`src/rtl/mbus_pkg.sv`:
```
package mbus_pkg;
  localparam int unsigned ADDR_W = 3;

  typedef enum logic [ADDR_W-1:0] {
    RA_CTRL_A = 3'd0,
    RA_CTRL_B = 3'd1,
    RA_DETECT = 3'd2,
    RA_TONE   = 3'd3
  } reg_addr_e;

  localparam int unsigned DPSK_BIT   = 0;
  localparam int unsigned CLKSEL_BIT = 0;
endpackage

```
`src/rtl/mbus_sync.sv`:
```
module mbus_sync #(
  parameter int unsigned WIDTH  = 1,
  parameter int unsigned STAGES = 2,
  parameter logic [WIDTH-1:0] RST_VAL = '0
) (
  input  logic             clk,
  input  logic             rst_n,
  input  logic [WIDTH-1:0] async_i,
  output logic [WIDTH-1:0] level_o
);
  logic [WIDTH-1:0] stage_q [STAGES];

  genvar g;
  generate
    for (g = 0; g < STAGES; g++) begin : g_stage
      if (g == 0) begin : g_first
        always_ff @(posedge clk or negedge rst_n) begin
          if (!rst_n) stage_q[g] <= RST_VAL;
          else        stage_q[g] <= async_i;
        end
      end else begin : g_next
        always_ff @(posedge clk or negedge rst_n) begin
          if (!rst_n) stage_q[g] <= RST_VAL;
          else        stage_q[g] <= stage_q[g-1];
        end
      end
    end
  endgenerate

  assign level_o = stage_q[STAGES-1];
endmodule

```
`src/rtl/mbus_regbank.sv`:
```
module mbus_regbank
  import mbus_pkg::*;
#(
  parameter int unsigned DATA_W = 8
) (
  input  logic              clk,
  input  logic              rst_n,
  input  logic              dev_clr_i,
  input  logic              wr_en_i,
  input  logic [ADDR_W-1:0] addr_i,
  input  logic [DATA_W-1:0] wdata_i,
  input  logic [DATA_W-1:0] det_flags_i,
  output logic [DATA_W-1:0] rdata_o,
  output logic [DATA_W-1:0] ctrl_a_o,
  output logic [DATA_W-1:0] ctrl_b_o,
  output logic [DATA_W-1:0] tone_o
);
  logic [DATA_W-1:0] ctrl_a_q, ctrl_b_q, tone_q;
  logic [DATA_W-1:0] ctrl_a_d, ctrl_b_d, tone_d;

  always_comb begin
    ctrl_a_d = ctrl_a_q;
    ctrl_b_d = ctrl_b_q;
    tone_d   = tone_q;
    if (dev_clr_i) begin
      ctrl_a_d = '0;
      ctrl_b_d = '0;
      tone_d   = '0;
    end else if (wr_en_i) begin
      case (addr_i)
        RA_CTRL_A: ctrl_a_d = wdata_i;
        RA_CTRL_B: ctrl_b_d = wdata_i;
        RA_TONE:   tone_d   = wdata_i;
        default:   ;
      endcase
    end
  end

  always_ff @(posedge clk or negedge rst_n) begin
    if (!rst_n) begin
      ctrl_a_q <= '0;
      ctrl_b_q <= '0;
      tone_q   <= '0;
    end else begin
      ctrl_a_q <= ctrl_a_d;
      ctrl_b_q <= ctrl_b_d;
      tone_q   <= tone_d;
    end
  end

  always_comb begin
    case (addr_i)
      RA_CTRL_A: rdata_o = ctrl_a_q;
      RA_CTRL_B: rdata_o = ctrl_b_q;
      RA_DETECT: rdata_o = det_flags_i;
      RA_TONE:   rdata_o = tone_q;
      default:   rdata_o = '0;
    endcase
  end

  assign ctrl_a_o = ctrl_a_q;
  assign ctrl_b_o = ctrl_b_q;
  assign tone_o   = tone_q;

  // without a write or clear, register contents hold
  p_regs_hold_r4: assert property (@(posedge clk) disable iff (!rst_n)
    (!wr_en_i && !dev_clr_i) |=> ($stable(ctrl_a_q) && $stable(ctrl_b_q) && $stable(tone_q)));

  // a write to the tone address lands the byte
  p_tone_write_r4: assert property (@(posedge clk) disable iff (!rst_n)
    (wr_en_i && !dev_clr_i && addr_i == RA_TONE) |=> (tone_q == $past(wdata_i)));

  // device clear empties every control register
  p_dev_clear_r8: assert property (@(posedge clk) disable iff (!rst_n)
    dev_clr_i |=> (ctrl_a_q == '0 && ctrl_b_q == '0 && tone_q == '0));
endmodule

```
`src/rtl/mbus_detect.sv`:
```
module mbus_detect #(
  parameter int unsigned DATA_W = 8
) (
  input  logic              clk,
  input  logic              rst_n,
  input  logic              dev_clr_i,
  input  logic              rd_clr_i,
  input  logic [DATA_W-1:0] evt_i,
  output logic [DATA_W-1:0] flags_o,
  output logic              irq_oe_n_o
);
  logic [DATA_W-1:0] flags_q, flags_d;
  logic              irq_oe_n_q, irq_oe_n_d;

  always_comb begin
    if (dev_clr_i)     flags_d = '0;
    else if (rd_clr_i) flags_d = evt_i;
    else               flags_d = flags_q | evt_i;
    irq_oe_n_d = ~(|flags_d);
  end

  always_ff @(posedge clk or negedge rst_n) begin
    if (!rst_n) begin
      flags_q    <= '0;
      irq_oe_n_q <= 1'b1;
    end else begin
      flags_q    <= flags_d;
      irq_oe_n_q <= irq_oe_n_d;
    end
  end

  assign flags_o    = flags_q;
  assign irq_oe_n_o = irq_oe_n_q;

  // any event outside a device clear pulls the interrupt low
  p_evt_irq_r5: assert property (@(posedge clk) disable iff (!rst_n)
    ((|evt_i) && !dev_clr_i) |=> !irq_oe_n_q);

  // the interrupt holds until a read clear or device clear
  p_irq_hold_r5: assert property (@(posedge clk) disable iff (!rst_n)
    (!irq_oe_n_q && !rd_clr_i && !dev_clr_i) |=> !irq_oe_n_q);

  // a detect read with no competing event releases the pin
  p_rd_release_r6: assert property (@(posedge clk) disable iff (!rst_n)
    (rd_clr_i && !(|evt_i)) |=> irq_oe_n_q);
endmodule

```
`src/rtl/mbus_regif.sv`:
```
module mbus_regif
  import mbus_pkg::*;
#(
  parameter int unsigned DATA_W      = 8,
  parameter int unsigned SYNC_STAGES = 2
) (
  input  logic              clk,
  input  logic              rst_n,
  input  logic              dev_rst,
  input  logic              ale,
  input  logic              cs_n,
  input  logic              rd_n,
  input  logic              wr_n,
  input  logic [DATA_W-1:0] ad_i,
  output logic [DATA_W-1:0] ad_o,
  output logic              ad_oe,
  input  logic [DATA_W-1:0] det_evt,
  output logic              irq_oe_n,
  input  logic              xtal_clk,
  input  logic              baud16_clk,
  output logic              clk_out,
  output logic [DATA_W-1:0] ctrl_a_o,
  output logic [DATA_W-1:0] ctrl_b_o,
  output logic [DATA_W-1:0] tone_o
);
  localparam int unsigned N_STRB = 5;
  localparam int unsigned I_ALE = 0, I_RD = 1, I_WR = 2, I_CS = 3, I_DEV = 4;
  localparam logic [N_STRB-1:0] STRB_RST = 5'b11110;
  localparam int unsigned N_EDGE = 3;

  logic [N_STRB-1:0] strb_lvl;
  logic [N_EDGE-1:0] edge_prev_q;
  logic [DATA_W-1:0] bus_q [SYNC_STAGES];

  mbus_sync #(.WIDTH(N_STRB), .STAGES(SYNC_STAGES), .RST_VAL(STRB_RST)) u_sync (
    .clk     (clk),
    .rst_n   (rst_n),
    .async_i ({dev_rst, cs_n, wr_n, rd_n, ale}),
    .level_o (strb_lvl)
  );

  genvar g;
  generate
    for (g = 0; g < SYNC_STAGES; g++) begin : g_bus
      if (g == 0) begin : g_first
        always_ff @(posedge clk or negedge rst_n) begin
          if (!rst_n) bus_q[g] <= '0;
          else        bus_q[g] <= ad_i;
        end
      end else begin : g_next
        always_ff @(posedge clk or negedge rst_n) begin
          if (!rst_n) bus_q[g] <= '0;
          else        bus_q[g] <= bus_q[g-1];
        end
      end
    end
  endgenerate

  always_ff @(posedge clk or negedge rst_n) begin
    if (!rst_n) edge_prev_q <= STRB_RST[N_EDGE-1:0];
    else        edge_prev_q <= strb_lvl[N_EDGE-1:0];
  end

  logic ale_fall, rd_rise, wr_rise, dev_clr, rd_low;
  assign ale_fall = !strb_lvl[I_ALE] &&  edge_prev_q[I_ALE];
  assign rd_rise  =  strb_lvl[I_RD]  && !edge_prev_q[I_RD];
  assign wr_rise  =  strb_lvl[I_WR]  && !edge_prev_q[I_WR];
  assign rd_low   = !strb_lvl[I_RD];
  assign dev_clr  =  strb_lvl[I_DEV];

  logic [ADDR_W-1:0] addr_q, addr_d;
  logic              sel_q, sel_d;

  always_comb begin
    addr_d = addr_q;
    sel_d  = sel_q;
    if (dev_clr) begin
      sel_d = 1'b0;
    end else if (ale_fall) begin
      addr_d = bus_q[SYNC_STAGES-1][ADDR_W-1:0];
      sel_d  = !strb_lvl[I_CS];
    end
  end

  always_ff @(posedge clk or negedge rst_n) begin
    if (!rst_n) begin
      addr_q <= '0;
      sel_q  <= 1'b0;
    end else begin
      addr_q <= addr_d;
      sel_q  <= sel_d;
    end
  end

  logic wr_en, rd_active, rd_clr;
  assign wr_en     = wr_rise && sel_q && !dev_clr;
  assign rd_active = rd_low  && sel_q && !dev_clr;
  assign rd_clr    = rd_rise && sel_q && !dev_clr && (addr_q == RA_DETECT);

  logic [DATA_W-1:0] det_flags, rdata;

  mbus_detect #(.DATA_W(DATA_W)) u_detect (
    .clk        (clk),
    .rst_n      (rst_n),
    .dev_clr_i  (dev_clr),
    .rd_clr_i   (rd_clr),
    .evt_i      (det_evt),
    .flags_o    (det_flags),
    .irq_oe_n_o (irq_oe_n)
  );

  mbus_regbank #(.DATA_W(DATA_W)) u_regs (
    .clk         (clk),
    .rst_n       (rst_n),
    .dev_clr_i   (dev_clr),
    .wr_en_i     (wr_en),
    .addr_i      (addr_q),
    .wdata_i     (bus_q[SYNC_STAGES-1]),
    .det_flags_i (det_flags),
    .rdata_o     (rdata),
    .ctrl_a_o    (ctrl_a_o),
    .ctrl_b_o    (ctrl_b_o),
    .tone_o      (tone_o)
  );

  assign ad_oe = rd_active;
  assign ad_o  = rd_active ? rdata : '0;

  logic use_baud;
  assign use_baud = ctrl_a_o[DPSK_BIT] && ctrl_b_o[CLKSEL_BIT];
  assign clk_out  = use_baud ? baud16_clk : xtal_clk;

  // an unselected write strobe leaves the control outputs untouched
  p_no_write_unsel_r2: assert property (@(posedge clk) disable iff (!rst_n)
    (wr_rise && !sel_q && !dev_clr) |=> ($stable(ctrl_a_o) && $stable(ctrl_b_o) && $stable(tone_o)));
endmodule

```
`config.mk`:
```
export PLATFORM = sky130hd
export DESIGN_NAME = mbus_regif
export DESIGN_NICKNAME = d
export VERILOG_FILES = /design/src/rtl/mbus_pkg.sv /design/src/rtl/mbus_sync.sv /design/src/rtl/mbus_regbank.sv /design/src/rtl/mbus_detect.sv /design/src/rtl/mbus_regif.sv
export SDC_FILE = /design/constraint.sdc
export NUM_CORES = 1
export LEC_CHECK = 0
export BUFFER_PORTS_ARGS = -buffer_cell sky130_fd_sc_hd__clkbuf_2
export CAP_MARGIN = 40
export CORE_ASPECT_RATIO = 0.9
export CORE_UTILIZATION = 30
export CTS_CLUSTER_DIAMETER = 60
export DETAILED_ROUTE_END_ITERATION = 8
export GPL_TIMING_DRIVEN = 0
export PLACE_DENSITY = 0.48
export SYNTH_ARGS = -nofsm -noshare
export SYNTH_HDL_FRONTEND = slang
export SYNTH_SLANG_ARGS = --single-unit
```
`constraint.sdc`:
```
create_clock -name clk -period 1.4 [get_ports clk]
set_input_delay 0.14 -clock clk [delete_from_list [all_inputs] [get_ports clk]]
set_output_delay 0.14 -clock clk [all_outputs]
set_load 0.01 [all_outputs]
```
Yosys cells after proc, flatten, opt, wreduce, memory -nomap -nowiden --
Index checks and enable logic that the tools add are counted. W data, S select, Z words.
Storage, ports and cells: register bits after elaboration 66, output and inout port bits 35, bits of input ports 25
Cells by class: equal/unequal tests 3, mux-type cells 16, reductions and logical operators 28, bitwise logic cells 3
Operators with widths (number):
- $mux W8 | 12
- $pmux W8 S4 | 1
- $logic_and A1 B1 Y1 | 11
- $reduce_bool A2 Y1 | 5
- $or A8 B8 Y8 | 1
- $reduce_and A2 Y1 | 4
- $reduce_or A8 Y1 | 1
- $eq A3 B2 Y1 const B | 2
- $logic_not A1 Y1 | 6
- $eq A3 B1 Y1 const B | 1
- $logic_not A3 Y1 | 1
- $mux W1 | 3
- $not A1 Y1 | 2

Longest topological paths before layout --
Gate-level depths: netlist of run 1.
depth after elaboration 9, mapped depth 5, depth with buffers taken out 4

By module --
Synthesis of run 1 repeated with hierarchy kept, for this count alone.
Second synthesis, totals: cells, all modules 214, area total of the unflattened synthesis 2798.9 µm²
Modules (own cells, without submodules):
- mbus_regbank | area an instance 1357.6 µm², cells each 120, instances 1, sequential area each 600.6 µm²
- mbus_regif | area an instance 772.0 µm², cells each 45, instances 1, sequential area each 578.1 µm²
- mbus_detect | area an instance 371.6 µm², cells each 34, instances 1, sequential area each 226.5 µm²
- mbus_sync | area an instance 297.8 µm², cells each 15, instances 1, sequential area each 260.2 µm²

Worst setup path after synthesis of run 1 --
No wires, ideal clock.
path type reg-to-reg, from register u_sync.stage_q (netlist bit u_sync.level_o[2]), to register u_regs.ctrl_a_q[1] (netlist: u_regs.ctrl_a_o[1]), buffers on the path 1, path slack -0.164 ns, required time 1.268 ns, data arrival time 1.432 ns, stages on the path, launching flop included 6, period minus slack after synthesis 1.564 ns, cells stage by stage dfstp_2 nand2b_4 or4_1 buf_2 mux2i_1 nor2_1
On the way: longest elaborated chain between the ends 5
RTL lines:
- from (decl) | line mbus_sync.sv:11 | logic [WIDTH-1:0] stage_q [STAGES];
- from (signal, indexed assignment) | line mbus_sync.sv:24 | else stage_q[g] <= stage_q[g-1];
- $logic_and A1 B1 Y1 | line mbus_regif.sv:67 | assign wr_rise = strb_lvl[I_WR] && !edge_prev_q[I_WR];
- $logic_and A1 B1 Y1 (2 in a row) | line mbus_regif.sv:96 | assign wr_en = wr_rise && sel_q && !dev_clr;
- $reduce_bool A2 Y1 (no source line)
- $reduce_and A2 Y1 (no source line)
- to (signal assigned) | line mbus_regbank.sv:45 | ctrl_a_q <= ctrl_a_d;
- to (decl) | line mbus_regbank.sv:18 | logic [DATA_W-1:0] ctrl_a_q, ctrl_b_q, tone_q;
Every way passes these cells. A chain may end at the register's enable or synchronous reset.

Worst setup path in the final report of run 1 --
from register addr_q[0], to output port ad_o[7]
On the way: longest elaborated chain between the ends 3, elaborated cells on any way between the ends 6, classes of those cells 3 x eq/ne; 2 x mux; 1 x reduce/logical
RTL lines:
- from (decl) | line mbus_regif.sv:71 | logic [ADDR_W-1:0] addr_q, addr_d;
- from (signal assigned) | line mbus_regif.sv:90 | addr_q <= addr_d;
- $eq A3 B2 Y1, or another cell as far along | line mbus_regbank.sv:52 | case (addr_i)
- $pmux W8 S4 (*) | line mbus_regbank.sv:52
- $mux W8 (*) | line mbus_regif.sv:127 | assign ad_o = rd_active ? rdata : '0;
- to (decl) | line mbus_regif.sv:15 | output logic [DATA_W-1:0] ad_o,
Mark *: on every way between the ends. The rest lies on a longest branch, timed or not.

==> run metrics, run 1 <==
synthesized area=2560 sq um; Worst Setup End Kind=output port; Yosys warnings=0; unrepaired setup endpoints after global routing=true; global-route wire length before repair=10.5 mm; antenna-violating nets left=0; final instance area=3730 sq um; Slew HR=59.9%; Logic pwr share=11.0%; vias in the first global route=1,920; drt wl/cell=17.1 um; worst-path maximum fanout=4; n_diodes=0; core area=8150 sq um; Pwr per Cell Area=1180 nW/um^2; final hold violation count=0; Sink Count=66; total wire length=6.51 mm; placed instance count=343; die area=8890 sq um; drc violations=0; Post-Syn Nets=208; Netlist cell types=25; met2 usage=26.3%; min Tclk post-route=1820 ps; Die Width=99.3 um; crit start category=register; pre-CTS setup slack=-353 ps; Lkg Pwr=0.00169 uW; grt total ovfl=0; max-cap violation count=0; met3 usage=4.95%; most common cell after layout, fill and taps aside=dfrtp_1; grt met1 use=22.0%; worst setup path start=addr_q[0]$_DFFE_PN0P_; fmax=551 MHz; GRT Total Usage=16.4%; initial core utilization=31.4%; H-tree Lvls=3; GP Congestion=0.724; Finish-stage setup viols=41; maximum vdd drop=0.510 mV; Crit Path Category=register to output port; r2r startpoint=addr_q[0]$_DFFE_PN0P_; hold crit path type=input port to register; post-synthesis sequential area ratio=65.1%; clock share of power=41.2%; CTS clk-pin slew, worst paths=70 ps; largest net degree at the start of global routing=42; status=complete, but fails checks; IO Pins=60; vias per std cell=4.73; Required @ worst endpoint=1260 ps; final worst setup slack=-416 ps; TritonCTS buffer count=9; DRT Pass-1 Iters=4; flops & latches, synth=66; clock tree buffer depth=2; busiest grt layer=met2; overall power=4390 uW; Tcrit/Tclk final=130%; die height=89.6 um; Worst-Skew Late Latency=340 ps; layout cells sized above 1=50.2%; final net count=303; IO Port Bufs=59; Layout Area Growth over Synthesis=46.1%; DRT iter0 DRCs=75; violated checks=setup timing; CTS tree=yes; initial antenna violation count=0; via count=1,805; switching pwr=1000 uW; Power Internal=3380 uW; fin cells=382; switch share=22.9%; Syn Inst Count=183; Flop pwr share=47.8%; area post-placement=3060 sq um; fillcell total=749; Avg Cell Area, Syn=14.0 sq um; hpwl dp=4.14 mm; hold path startpoint=det_evt[4]; CTS root buffer=clkbuf_8; arrival time worst endpoint=1680 ps; fin. max-slew vios=0; most frequent cells in the layout=51 x dfrtp_1, 50 x clkbuf_2, 34 x nor2_1; clk_skew=11.5 ps; Worst-Margin Slew=601 ps; row count=31
area by class of cell:
class	count	area (sq um)	area share, %
plain buffers	8	95.1	2.55
repair buffers	84	608	16.3
flip-flops and latches	66	1670	44.7
clock buffers	14	163	4.36
multi-input cells	109	1010	27.1
clock inverters	2	60.1	1.61
well taps	99	124	3.32
sequential cells by signal, summed over array words and instances (netlist names):
name	count
u_sync.level_o	5
edge_prev_q	3
u_regs.ctrl_a_o	8
u_sync.stage_q	5
addr_q	3
bus_q	16
u_detect.irq_oe_n_o	1
u_regs.ctrl_b_o	8
u_detect.flags_o	8
sel_q	1
u_regs.tone_o	8
power groups by stage:
stage / registers, uW / logic [uW] / clock network, uW
6_report: 2100 / 483 / 1810
4_1_cts: 2090 / 449 / 1850
5_1_grt: 2110 / 524 / 1950
2_1_floorplan: 2090 / 195 / 0
3_3_place_gp: 2110 / 332 / 0
3_5_place_dp: 2110 / 342 / 0
cells in the mapped netlist:
master	count	share of area, %
buf_4	1	0.29
nor2b_1	10	2.4
mux2_1	4	1.8
nor4b_2	1	0.59
a211oi_1	1	0.29
mux4_2	8	7.0
nor2_1	35	5.1
dfrtp_1	55	54
nor4_4	1	0.83
nand2_2	1	0.24
mux2i_1	24	9.4
nor4_1	4	0.98
nor4bb_1	1	0.39
a21oi_1	8	1.6
buf_1	2	0.29
or4_1	1	0.29
or3_1	1	0.24
clkbuf_1	3	0.44
nand2b_4	1	0.54
dfstp_2	11	11
a31o_1	1	0.34
nand2_1	3	0.44
buf_2	3	0.59
nand3_1	1	0.20
nand2b_1	2	0.49
metal layers:
| layer | wire length [um] | part of all wire (%) |
|---|---|---|
| met3 | 303 | 4.7 |
| met4 | 67 | 1.0 |
| met2 | 2980 | 46 |
| met1 | 3170 | 49 |
| met5 | 0 | 0 |
through the flow:
step                utilization (%)  setup TNS (ps)  hold WS (ps)
floorplan                         -           -1290          -156
global placement               37.1          -29600           228
detailed placement             37.6          -12410           119
CTS                            44.5           -6710          33.9
global route                   45.8          -10290          43.8
finish                         45.8           -7400          43.0
critical path: stages (launching register included):
cell,delay (ps)
dfrtp_2,440
clkbuf_16,170
mux4_2,480
nor2b_4,140
buf_6,110
cells by family after synthesis:
| kind of cell | after synthesis | share of synthesized area (%) |
|---|---|---|
| AOI/OAI and AO/OA | 10 | 2.20 |
| buffers and inverters | 9 | 1.62 |
| DFF | 66 | 65.1 |
| muxes | 36 | 18.2 |
| and+or+nand+nor | 62 | 12.8 |
repair_timing:
| action | in CTS | in global routing |
|---|---|---|
| gates resized for setup | 34 | 23 |
| hold endpoints to repair | 37 | 0 |
| endpoints found under the setup margin | 46 | 43 |
| pin swaps | 16 | 2 |
| buffers inserted | 7 | 1 |
| cloned | 1 | 1 |
| hold buffers | 14 | 0 |
final timing paths:
check / to / slack, ps / cells after the start
worst min-delay path: u_detect.flags_o[4]$_DFF_PN0_ / 40 / 3
worst min register to register: u_sync.level_o[0]$_DFF_PN0_ / 340 / 0
worst max-delay path: ad_o[7] / -420 / 4
min in group asynchronous: u_regs.tone_o[6]$_DFFE_PN0P_ / 280 / 2
max in group asynchronous: u_detect.irq_oe_n_o$_DFF_PN1_ / 520 / 3
worst max register to register: u_regs.ctrl_a_o[6]$_DFFE_PN0P_ / -280 / 6
Power figures use the tool's default switching activity.
==> run 2: changes to the inputs <==
- CORE_MARGIN: not set -> 5
- CORE_UTILIZATION: 30 -> 47
- PLACE_DENSITY: 0.48 -> 0.71
- TNS_END_PERCENT: not set -> 30
==> run metrics, run 2 (synthesis results as in run 1) <==
fin cells=348 (-8.9%); critical path depth in cells=4 (unchanged); hold crit path type=input port to register; final worst setup slack=-416 ps (-0.669 ps); violated checks=setup timing; status=complete, but fails checks; Crit Path Category=register to output port; CTS tree=yes; fin. max-slew vios=0 (unchanged); total wire length=5.86 mm (-10%); worst-path maximum fanout=4 (unchanged); CP max-delay cell=mux4_2; crit-path leading delay family=multiplexers; R2R Setup Slk=-370 ps (-90 ps); core area=5260 sq um (-35%); row count=25 (-19%); Worst-Margin Slew=548 ps (-53.2 ps); Slew HR=63.5% (+3.5 points); arrival time worst endpoint=1680 ps (about the same); drt wl/cell=16.8 um (-1.3%); Largest Register=bus_q; fmax=551 MHz (about the same); clk_skew=5.81 ps (-5.66 ps); placed instance count=310 (-9.6%); Layout Area Growth over Synthesis=41.2%; GP Congestion=0.712 (-1.7%); antenna-violating nets left=0 (unchanged); largest net degree at the start of global routing=43 (+2.4%); n_diodes=0 (unchanged); pre-CTS setup slack=-325 ps (+28.6 ps); Lkg Pwr=0.00167 uW (-1.5%); CP cell instances=clkbuf_16 -> mux4_2 -> nor2b_4 -> buf_6; Finish-stage setup viols=34 (-17%); Required @ worst endpoint=1260 ps (about the same); Die Width=87.7 um (-12%); initial antenna violation count=0 (unchanged); die height=80.0 um (-11%); via count=1,783 (-1.2%); critical path buffer and inverter count=2 (unchanged); CP peak stage delay=490 ps (about the same); Largest register FFs=16 (unchanged); CTS root buffer=clkbuf_8; max-cap violation count=0 (unchanged); unrepaired setup endpoints after global routing=true; die area=7020 sq um (-21%); R2R cell count=6 (unchanged); r2r endpoint=u_regs.ctrl_a_o[3]$_DFFE_PN0P_; CTS clk-pin slew, worst paths=70 ps (about the same); r2r startpoint=addr_q[0]$_DFFE_PN0P_; GRT Total Usage=18.9% (+2.5 points); final hold violation count=0 (unchanged); vias in the first global route=1,868 (-2.7%); hpwl dp=3.81 mm (-7.9%); Worst Setup End Kind=output port; Critical Path Sink=ad_o[5]; Pwr per Cell Area=1190 nW/um^2 (+1.4%); overall power=4300 uW (-2.0%); most frequent cells in the layout=52 x dfrtp_1, 51 x clkbuf_2, 34 x nor2_1; final net count=301 (-0.66%); fillcell total=373 (-50%); H-tree Lvls=3 (unchanged); drc violations=0 (unchanged); crit start category=register; Worst-Skew Late Latency=340 ps (about the same); Core Util, Final=68.7% (+23 points); most common cell after layout, fill and taps aside=dfrtp_1; TritonCTS buffer count=9 (unchanged); grt total ovfl=0 (unchanged); maximum vdd drop=0.744 mV (+46%); global-route wire length before repair=9.72 mm (-7.1%); layout cells sized above 1=47.0% (-3.2 points); Sink Count=66 (unchanged); DRT Pass-1 Iters=4 (unchanged); Tcrit/Tclk final=130% (about the same); vias per std cell=5.12 (+8.4%); worst setup path start=addr_q[0]$_DFFE_PN0P_; initial core utilization=48.6% (+17 points); IO Port Bufs=59 (unchanged); IO Pins=60 (unchanged); clock tree buffer depth=2 (unchanged); DRT iter0 DRCs=110 (+47%); min Tclk post-route=1820 ps (+0.669 ps)
run 2: stage by stage:
step	area, sq um	setup TNS [ps]	hold slack, ps
floorplan	2590	-1340	-156
global placement	2970	-20090	228
detailed placement	2990	-10410	98.2
CTS	3480	-6550	17.6
global route	3610	-10760	42.0
finish	3610	-7910	33.5
run 2: power breakdown:
part	switching (uW)	total (uW)	internal, uW
logic	197	469	273
clock network	681	1740	1060
registers	89.0	2090	2010
total	967	4300	3330
run 2: routing by layer:
metal  part of all wire, %  vias to the layer above  track usage [%]  wire [um]
li1                      -                      824                -          -
met1                    42                      905             25.1       2460
met2                    52                       47             28.9       3030
met3                   5.1                        7             6.40        299
met4                   1.2                        0             6.60         73
met5                     0                        -                0          0
run 2: how the worst min path moves through the flow:
stage,from,endpoint,slack (ps),depth (start not counted)
6_report,det_evt[4],u_detect.flags_o[4]$_DFF_PN0_,30,3
5_1_grt,det_evt[0],u_detect.flags_o[0]$_DFF_PN0_,40,3
4_1_cts,det_evt[4],u_detect.flags_o[4]$_DFF_PN0_,20,3
3_5_place_dp,rst_n,u_sync.stage_q[5]$_DFF_PN0_,100,1
3_3_place_gp,cs_n,u_sync.stage_q[8]$_DFF_PN1_,230,1
2_1_floorplan,rst_n,addr_q[0]$_DFFE_PN0P_,-160,0
run 2: worst min-delay path, stage by stage:
cell      delay, ps
clkbuf_2         90
a21oi_1          40
nor2_1           70
run 2: repair_timing:
| item | 4_1_cts | 5_1_grt |
|---|---|---|
| pin swaps | 9 | 4 |
| gates cloned | 1 | 1 |
| buffers inserted | 7 | 1 |
| endpoints found under the hold margin | 30 | 0 |
| resized for setup | 18 | 30 |
| hold buffers | 14 | 0 |
| setup endpoints to repair | 46 | 42 |
run 2: layout make-up:
class / count / area, sq um / area share [%]
well taps: 67 / 83.8 / 2.32
clock inverters: 4 / 76.3 / 2.12
plain buffers: 7 / 65.1 / 1.80
clock buffers: 12 / 145 / 4.02
multi-input cells: 109 / 968 / 26.8
flip-flops and latches: 66 / 1670 / 46.3
repair buffers: 83 / 601 / 16.6
